===== src/rtl/intack_pkg.sv =====
package intack_pkg;
  localparam int unsigned NUM_LVL = 8;
  localparam int unsigned LVL_W   = $clog2(NUM_LVL);
  localparam logic [7:0]  CALL_OP = 8'hCD;
  typedef logic [LVL_W-1:0]   lvl_t;
  typedef logic [NUM_LVL-1:0] lvl_vec_t;
  typedef logic [1:0]         pulse_idx_t;
endpackage


===== src/rtl/ack_sync.sv =====
module ack_sync #(
  parameter int unsigned STAGES = 2
) (
  input  logic clk_i,
  input  logic rst_ni,
  input  logic ack_ni,
  output logic ack_lvl_o,
  output logic fall_o,
  output logic rise_o
);
  logic [STAGES-1:0] sh_q;
  logic              prev_q;

  always_ff @(posedge clk_i or negedge rst_ni) begin
    if (!rst_ni) sh_q[0] <= 1'b1;
    else         sh_q[0] <= ack_ni;
  end

  for (genvar g = 1; g < STAGES; g++) begin : g_stage
    always_ff @(posedge clk_i or negedge rst_ni) begin
      if (!rst_ni) sh_q[g] <= 1'b1;
      else         sh_q[g] <= sh_q[g-1];
    end
  end

  always_ff @(posedge clk_i or negedge rst_ni) begin
    if (!rst_ni) prev_q <= 1'b1;
    else         prev_q <= sh_q[STAGES-1];
  end

  assign ack_lvl_o = sh_q[STAGES-1];
  assign fall_o    = prev_q & ~sh_q[STAGES-1];
  assign rise_o    = ~prev_q & sh_q[STAGES-1];
endmodule


===== src/rtl/prio_res.sv =====
module prio_res
  import intack_pkg::*;
(
  input  lvl_vec_t vec_i,
  output logic     any_o,
  output lvl_t     lvl_o
);
  // lowest index wins
  always_comb begin
    lvl_o = '0;
    for (int i = NUM_LVL - 1; i >= 0; i--) begin
      if (vec_i[i]) lvl_o = lvl_t'(i);
    end
  end
  assign any_o = |vec_i;
endmodule


===== src/rtl/vec_mux.sv =====
module vec_mux
  import intack_pkg::*;
(
  input  logic       three_pulse_i,
  input  logic       step8_i,
  input  logic [15:0] base_i,
  input  lvl_t       lvl_i,
  input  pulse_idx_t idx_i,
  output logic [7:0] byte_o,
  output logic       due_o
);
  always_comb begin
    byte_o = '0;
    due_o  = 1'b0;
    if (three_pulse_i) begin
      due_o = 1'b1;
      unique case (idx_i)
        2'd0:    byte_o = CALL_OP;
        2'd1:    byte_o = step8_i ? {base_i[7:6], lvl_i, 3'b000}
                                  : {base_i[7:5], lvl_i, 2'b00};
        default: byte_o = base_i[15:8];
      endcase
    end else if (idx_i == 2'd1) begin
      due_o  = 1'b1;
      byte_o = {base_i[7:3], lvl_i};
    end
  end
endmodule


===== src/rtl/intack_seq.sv =====
module intack_seq
  import intack_pkg::*;
#(
  parameter int unsigned SYNC_STAGES = 2
) (
  input  logic        clk_i,
  input  logic        rst_ni,
  input  logic [7:0]  irq_i,
  input  logic        inta_ni,
  input  logic        three_pulse_i,
  input  logic        aeoi_i,
  input  logic        step8_i,
  input  logic [15:0] base_i,
  input  logic        eoi_i,
  output logic        int_o,
  output logic [7:0]  data_o,
  output logic        data_oe_o
);
  logic ack_s, ack_fall, ack_rise;
  lvl_vec_t irq_q, irr_q, isr_q, irr_n, isr_n;
  logic busy_q, spur_q;
  pulse_idx_t cnt_q;
  lvl_t lvl_q;
  logic irr_any, isr_any, req_ok, due;
  lvl_t irr_lvl, isr_lvl, set_lvl;
  logic set_now, clr_irr, last_rise;
  pulse_idx_t last_idx, irr_idx;

  ack_sync #(.STAGES(SYNC_STAGES)) u_sync (
    .clk_i(clk_i), .rst_ni(rst_ni), .ack_ni(inta_ni),
    .ack_lvl_o(ack_s), .fall_o(ack_fall), .rise_o(ack_rise)
  );

  prio_res u_req (.vec_i(irr_q), .any_o(irr_any), .lvl_o(irr_lvl));
  prio_res u_svc (.vec_i(isr_q), .any_o(isr_any), .lvl_o(isr_lvl));

  assign req_ok   = irr_any && (!isr_any || irr_lvl < isr_lvl);
  assign last_idx = three_pulse_i ? 2'd2 : 2'd1;
  assign irr_idx  = three_pulse_i ? 2'd1 : 2'd0;

  // ISR set: two-pulse on first fall, three-pulse on second fall
  assign set_now = ack_fall & ((~busy_q & ~three_pulse_i & req_ok) |
                               (busy_q & three_pulse_i & (cnt_q == 2'd1) & ~spur_q));
  assign set_lvl   = busy_q ? lvl_q : irr_lvl;
  assign clr_irr   = ack_rise & busy_q & ~spur_q & (cnt_q == irr_idx);
  assign last_rise = ack_rise & busy_q & (cnt_q == last_idx);

  always_comb begin
    irr_n = (irr_q | (irq_i & ~irq_q)) & irq_i;
    if (clr_irr) irr_n[lvl_q] = 1'b0;
  end

  always_comb begin
    isr_n = isr_q;
    if (eoi_i && isr_any)              isr_n[isr_lvl] = 1'b0;
    if (last_rise && aeoi_i && !spur_q) isr_n[lvl_q]  = 1'b0;
    if (set_now)                        isr_n[set_lvl] = 1'b1;
  end

  always_ff @(posedge clk_i or negedge rst_ni) begin
    if (!rst_ni) begin
      irq_q <= '0;
      irr_q <= '0;
      isr_q <= '0;
    end else begin
      irq_q <= irq_i;
      irr_q <= irr_n;
      isr_q <= isr_n;
    end
  end

  always_ff @(posedge clk_i or negedge rst_ni) begin
    if (!rst_ni) begin
      busy_q <= 1'b0;
      cnt_q  <= '0;
      lvl_q  <= '0;
      spur_q <= 1'b0;
    end else if (ack_fall && !busy_q) begin
      busy_q <= 1'b1;
      cnt_q  <= '0;
      lvl_q  <= req_ok ? irr_lvl : lvl_t'(NUM_LVL - 1);
      spur_q <= ~req_ok;
    end else if (ack_rise && busy_q) begin
      if (cnt_q == last_idx) begin
        busy_q <= 1'b0;
        cnt_q  <= '0;
      end else begin
        cnt_q <= cnt_q + 2'd1;
      end
    end
  end

  vec_mux u_vec (
    .three_pulse_i(three_pulse_i), .step8_i(step8_i), .base_i(base_i),
    .lvl_i(lvl_q), .idx_i(cnt_q), .byte_o(data_o), .due_o(due)
  );

  assign int_o     = ~busy_q & req_ok;
  assign data_oe_o = ~ack_s & busy_q & due;
endmodule


===== config.mk =====
export PLATFORM = sky130hd
export DESIGN_NAME = intack_seq
export DESIGN_NICKNAME = d
export VERILOG_FILES = /design/src/rtl/intack_pkg.sv /design/src/rtl/ack_sync.sv /design/src/rtl/prio_res.sv /design/src/rtl/vec_mux.sv /design/src/rtl/intack_seq.sv
export SDC_FILE = /design/constraint.sdc
export NUM_CORES = 1
export LEC_CHECK = 0
export BUFFER_PORTS_ARGS = -buffer_cell sky130_fd_sc_hd__clkbuf_2
export CORE_ASPECT_RATIO = 1.5
export CORE_MARGIN = 2
export CORE_UTILIZATION = 55
export CTS_BUF_LIST = sky130_fd_sc_hd__clkbuf_2 sky130_fd_sc_hd__clkbuf_4 sky130_fd_sc_hd__clkbuf_8
export DETAILED_ROUTE_END_ITERATION = 16
export GPL_TIMING_DRIVEN = 0
export PLACE_DENSITY = 0.88
export SETUP_SLACK_MARGIN = 0.02
export SLEW_MARGIN = 25
export SYNTH_ARGS = -nofsm -noshare
export SYNTH_HDL_FRONTEND = slang
export SYNTH_SLANG_ARGS = --single-unit

===== constraint.sdc =====
create_clock -name clk_i -period 7.6 [get_ports clk_i]
set_clock_uncertainty 0.1 [all_clocks]
set_input_delay 0.76 -clock clk_i [delete_from_list [all_inputs] [get_ports clk_i]]
set_output_delay 0.76 -clock clk_i [all_outputs]
set_load 0.01 [all_outputs]

==> impl_results.html <==
<table>
<tr><th>Metric</th><th>Value</th></tr>
<tr><th colspan="2">Power and ir drop</th></tr>
<tr><td>Pwr dens</td><td>between 300 and 400 mW/mm^2</td></tr>
<tr><td>Net switching share of the total power</td><td>42.0%</td></tr>
<tr><td>P_sw</td><td>roughly 0.29 mW</td></tr>
<tr><td>Clock share of power</td><td>around 20%</td></tr>
<tr><td>Portion of total power attributed to sequential cells</td><td>34.6%</td></tr>
<tr><td>Power, Total</td><td>0.689 mW</td></tr>
<tr><td>Static Leak</td><td>about 1.1 nW</td></tr>
<tr><td>Highest ir drop seen on vdd</td><td>0.000220 V</td></tr>
<tr><td>Combinational fraction of design power</td><td>between 40% and 50%</td></tr>
<tr><td>Cell-internal power</td><td>0.400 mW</td></tr>
<tr><th colspan="2">Drt</th></tr>
<tr><td>Number of DRC markers in iteration 0</td><td>58</td></tr>
<tr><td>Number of vias per cell</td><td>roughly 5.9</td></tr>
<tr><td>Number of search-and-repair iterations in the first detailed-routing pass</td><td>4</td></tr>
<tr><td>Post-detailed-route DRC marker count</td><td>0</td></tr>
<tr><td>Via count of the routed design</td><td>between 1500 and 2000</td></tr>
<tr><td>Wire length after detailed routing</td><td>about 4500 um</td></tr>
<tr><td>Antenna violation net count after detailed routing</td><td>0</td></tr>
<tr><td>Post-detailed-route wirelength per cell</td><td>14.8 um</td></tr>
<tr><th colspan="2">Cells and area</th></tr>
<tr><td>Fillers</td><td>310</td></tr>
<tr><td>Most common library cell in the layout ignoring fill and taps</td><td>sky130_fd_sc_hd__clkbuf_2</td></tr>
<tr><td>Combined area of the multi-input logic cells</td><td>973 um^2</td></tr>
<tr><td>Synthesis-to-layout area growth</td><td>17.3%</td></tr>
<tr><td>Top library cells by usage in the layout, fill and taps aside</td><td>37 x sky130_fd_sc_hd__clkbuf_2, 31 x sky130_fd_sc_hd__dfrtp_1, 21 x sky130_fd_sc_hd__nor2_1, 21 x sky130_fd_sc_hd__o21ai_0, 21 x sky130_fd_sc_hd__a21oi_1</td></tr>
<tr><td>Final nets</td><td>between 200 and 300</td></tr>
<tr><td>Final antenna diode count</td><td>0</td></tr>
<tr><td>Cell area after layout</td><td>0.00226 mm^2</td></tr>
<tr><td>Fraction of layout instances using a drive strength above 1</td><td>between 20% and 30%</td></tr>
<tr><td>Footprint of the flip-flops and latches</td><td>855 um^2</td></tr>
<tr><th colspan="2">Job</th></tr>
<tr><td>Maximum capacitance violations</td><td>0</td></tr>
<tr><th colspan="2">Global route</th></tr>
<tr><td>Remaining global-route overflow</td><td>0</td></tr>
<tr><td>Number of antenna violations at the first check in global routing</td><td>0</td></tr>
<tr><td>Wire length of the first global-routing pass</td><td>roughly 7300 um</td></tr>
<tr><td>Via count of the first global-routing pass</td><td>between 1500 and 2000</td></tr>
<tr><td>Largest net degree at the start of global routing</td><td>35</td></tr>
<tr><td>Overall global routing resource usage</td><td>between 20% and 30%</td></tr>
<tr><th colspan="2">STA</th></tr>
<tr><td>Setup violation total in the final timing report</td><td>0</td></tr>
<tr><td>Number of pins with negative max-slew slack in the final report</td><td>0</td></tr>
<tr><td>Final hold violations</td><td>0</td></tr>
<tr><td>Fin crit period</td><td>~3.5 ns</td></tr>
<tr><td>Tcrit/Tclk final</td><td>between 40 and 50%</td></tr>
<tr><td>Worst slew slack as a fraction of its limit</td><td>44.3%</td></tr>
<tr><td>Max frequency</td><td>between 200 and 300 MHz</td></tr>
<tr><td>Smallest setup slack after layout</td><td>4.05 ns</td></tr>
<tr><td>Worst Max-Slew Pin Slew</td><td>about 0.84 ns</td></tr>
<tr><td>RSZ-0062 raised after global routing</td><td>false</td></tr>
<tr><td>Total negative setup slack</td><td>0 ns</td></tr>
<tr><th colspan="2">Synth</th></tr>
<tr><td>Yosys reg bits</td><td>34</td></tr>
<tr><td>Average footprint of a synthesized cell</td><td>8.89 um^2</td></tr>
<tr><td>Number of library cell types mapped by synthesis</td><td>44</td></tr>
<tr><td>Count of yosys warnings during synthesis</td><td>0</td></tr>
<tr><td>Synthesized netlist net count</td><td>between 200 and 300</td></tr>
<tr><td>Cell count after synthesis</td><td>roughly 220</td></tr>
<tr><td>Proportion of synthesized chip area in sequential cells</td><td>44.3%</td></tr>
<tr><td>Synth Cell Area</td><td>about 0.0019 mm^2</td></tr>
<tr><th colspan="2">Critical path</th></tr>
<tr><td>Crit path arrival time</td><td>approximately 2.7 ns</td></tr>
<tr><td>Critical Path End Type</td><td>output pin</td></tr>
<tr><td>Kind of launch point of the worst setup path</td><td>register</td></tr>
<tr><td>Worst Path Required</td><td>6.74 ns</td></tr>
<tr><td>WS Path Type</td><td>reg2out</td></tr>
<tr><td>Highest net fanout along the worst path</td><td>5</td></tr>
<tr><td>Startpoint of the most critical register-to-register path</td><td>irr_q[0]</td></tr>
<tr><td>Launching element of the worst setup path</td><td>irr_q[0]</td></tr>
<tr><th colspan="2">Clock tree</th></tr>
<tr><td>Cts bufs inserted</td><td>5</td></tr>
<tr><td>Clock latency on the worst-skew pair</td><td>0.29 ns</td></tr>
<tr><td>Clock tree sinks</td><td>34</td></tr>
<tr><td>Post-CTS setup buffers</td><td>0</td></tr>
<tr><td>Clock tree from TritonCTS</td><td>built</td></tr>
<tr><td>Resized cells post-CTS</td><td>0</td></tr>
<tr><td>H-Tree Depth</td><td>2</td></tr>
<tr><td>CTS Hold Buffers Added</td><td>0</td></tr>
<tr><td>Clock tree buffer depth</td><td>2</td></tr>
<tr><td>Clock root cell</td><td>sky130_fd_sc_hd__clkbuf_8</td></tr>
<tr><td>Clock transition at the registers of the reported paths</td><td>0.07 ns</td></tr>
<tr><th colspan="2">Die</th></tr>
<tr><td>Top-Level Pins</td><td>41</td></tr>
<tr><td>Die W</td><td>approximately 52 um</td></tr>
<tr><td>Initial standard-cell utilization of the core</td><td>roughly 57%</td></tr>
<tr><td>Vert. Die Dim</td><td>about 77 um</td></tr>
<tr><td>Die Outline Area</td><td>around 0.0040 mm^2</td></tr>
<tr><td>Area of the core</td><td>~0.0034 mm^2</td></tr>
<tr><td>Std-Cell Rows</td><td>26</td></tr>
<tr><th colspan="2">Hold path</th></tr>
<tr><td>Hold Startpoint</td><td>u_sync.sh_q[0]</td></tr>
<tr><td>Hold Crit Class</td><td>reg2reg</td></tr>
<tr><th colspan="2">Placement</th></tr>
<tr><td>Post-placement setup slack</td><td>4.37 ns</td></tr>
<tr><td>Placement Cell Area</td><td>approximately 0.0022 mm^2</td></tr>
<tr><td>Count of input and output buffers</td><td>37</td></tr>
<tr><td>Detailed-placement wirelength estimate</td><td>around 3400 um</td></tr>
<tr><td>Global placer's final weighted congestion</td><td>roughly 0.84</td></tr>
<tr><th colspan="2">Run status</th></tr>
<tr><td>Run status</td><td>finished clean</td></tr>
</table>
[kinds of logic (layout without fill, tap and decap cells)]
| family | Yosys count | after routing | share of synthesized area, % |
|---|---|---|---|
| AOI/OAI and AO/OA | 75 | 75 | 24.9 |
| adders and majority gates | 4 | 4 | 2.60 |
| buffers and inverters | 24 | 69 | 5.19 |
| DFF | 34 | 34 | 44.3 |
| muxes | 7 | 7 | 3.76 |
| and+or+nand+nor | 73 | 73 | 19.3 |
[worst max-delay path: stages (launching register included)]
cell                       delay [ns]
sky130_fd_sc_hd__dfrtp_1         0.42
sky130_fd_sc_hd__nor4_1          0.57
sky130_fd_sc_hd__and2b_1         0.28
sky130_fd_sc_hd__ha_1            0.17
sky130_fd_sc_hd__a21oi_1         0.08
sky130_fd_sc_hd__a32o_1          0.20
sky130_fd_sc_hd__a31oi_1         0.43
sky130_fd_sc_hd__nor3_1          0.10
sky130_fd_sc_hd__clkbuf_2        0.15
[through the flow]
step | hold slack, ns | instances | util [%]
after detailed placement | 0.251 | 296 | 64.0
after floorplan | 0.245 | 217 | -
final | 0.260 | 304 | 66.8
after global placement | 0.248 | 296 | 64.0
after CTS | 0.264 | 304 | 66.8
after global routing | 0.267 | 304 | 66.8
[Yosys cell counts]
cell type	number	area [um^2]
sky130_fd_sc_hd__nand3b_1	1	7.51
sky130_fd_sc_hd__o21a_1	3	22.5
sky130_fd_sc_hd__dfrtp_1	31	776
sky130_fd_sc_hd__o31ai_1	2	15.0
sky130_fd_sc_hd__buf_2	2	10.0
sky130_fd_sc_hd__o2bb2ai_1	1	8.76
sky130_fd_sc_hd__or2_2	1	6.26
sky130_fd_sc_hd__buf_4	2	15.0
sky130_fd_sc_hd__a21o_1	1	7.51
sky130_fd_sc_hd__o211ai_1	2	15.0
sky130_fd_sc_hd__a211oi_1	3	22.5
sky130_fd_sc_hd__clkbuf_1	2	7.51
sky130_fd_sc_hd__ha_1	4	50.1
sky130_fd_sc_hd__a31oi_1	7	43.8
sky130_fd_sc_hd__mux2i_1	5	50.1
sky130_fd_sc_hd__mux2_2	2	22.5
sky130_fd_sc_hd__a32o_1	4	40.0
sky130_fd_sc_hd__or3_1	2	12.5
sky130_fd_sc_hd__nand3_1	3	15.0
sky130_fd_sc_hd__dfstp_2	3	78.8
sky130_fd_sc_hd__o21ai_2	1	8.76
sky130_fd_sc_hd__or2_1	1	6.26
sky130_fd_sc_hd__a22oi_1	1	7.51
sky130_fd_sc_hd__nor4_1	3	18.8
sky130_fd_sc_hd__inv_1	17	63.8
sky130_fd_sc_hd__nand2_1	15	56.3
sky130_fd_sc_hd__a41o_1	4	40.0
sky130_fd_sc_hd__o21ai_0	21	105
sky130_fd_sc_hd__nand2b_1	2	12.5
sky130_fd_sc_hd__and2_1	3	18.8
sky130_fd_sc_hd__a21oi_1	21	105
sky130_fd_sc_hd__a221oi_1	1	8.76
sky130_fd_sc_hd__nor2_1	21	78.8
sky130_fd_sc_hd__inv_2	1	3.75
sky130_fd_sc_hd__o41ai_1	1	8.76
sky130_fd_sc_hd__o221a_1	1	11.3
sky130_fd_sc_hd__o22a_1	1	8.76
sky130_fd_sc_hd__nor2b_1	5	31.3
sky130_fd_sc_hd__and3_1	1	6.26
sky130_fd_sc_hd__nor2_2	1	6.26
sky130_fd_sc_hd__nand4_1	1	6.26
sky130_fd_sc_hd__and2b_1	2	15.0
sky130_fd_sc_hd__nor4b_4	1	23.8
sky130_fd_sc_hd__nor3_1	10	50.1
[registers in the layout, summed over array words and instances (netlist names)]
signal / count
isr_q: 8
spur_q: 1
u_sync.ack_lvl_o: 1
u_sync.sh_q: 1
lvl_q: 3
busy_q: 1
cnt_q: 2
irq_q: 8
irr_q: 8
u_sync.prev_q: 1
[power by group through the flow]
stage	sequential (mW)	clock [mW]	combinational, mW
5_1_grt	0.243	0.146	0.346
6_report	0.239	0.139	0.312
2_1_floorplan	0.234	0	0.224
3_3_place_gp	0.239	0	0.301
4_1_cts	0.238	0.141	0.308
3_5_place_dp	0.242	0	0.306
[routing by layer]
layer / up-vias / wire length, um / global-route usage [%]
met1: 854 / 1830 / 30.1
met2: 53 / 2390 / 38.6
met4: 0 / 131 / 13.1
met3: 18 / 158 / 3.73
li1: 872 / - / -
met5: - / 0 / 0
[final timing paths]
path / slack [ns] / end / cells after the start
max: 4.05 / int_o / 8
min reg2reg: 0.26 / u_sync.ack_lvl_o / 0
max in group asynchronous: 6.41 / cnt_q[1] / 1
min: 0.26 / u_sync.ack_lvl_o / 0
max reg2reg: 4.74 / isr_q[2] / 8
min in group asynchronous: 0.45 / isr_q[6] / 1
[cell type report]
| class | count | area share (%) |
|---|---|---|
| tap | 42 | 2.32 |
| buffer | 6 | 1.44 |
| sequential | 34 | 37.8 |
| multi-input combinational | 159 | 43.1 |
| clock buffer | 6 | 3.65 |
| clock inverter | 2 | 0.553 |
| inverter | 18 | 2.99 |
| timing repair buffer | 37 | 8.19 |
Power figures use the tool's default switching activity.
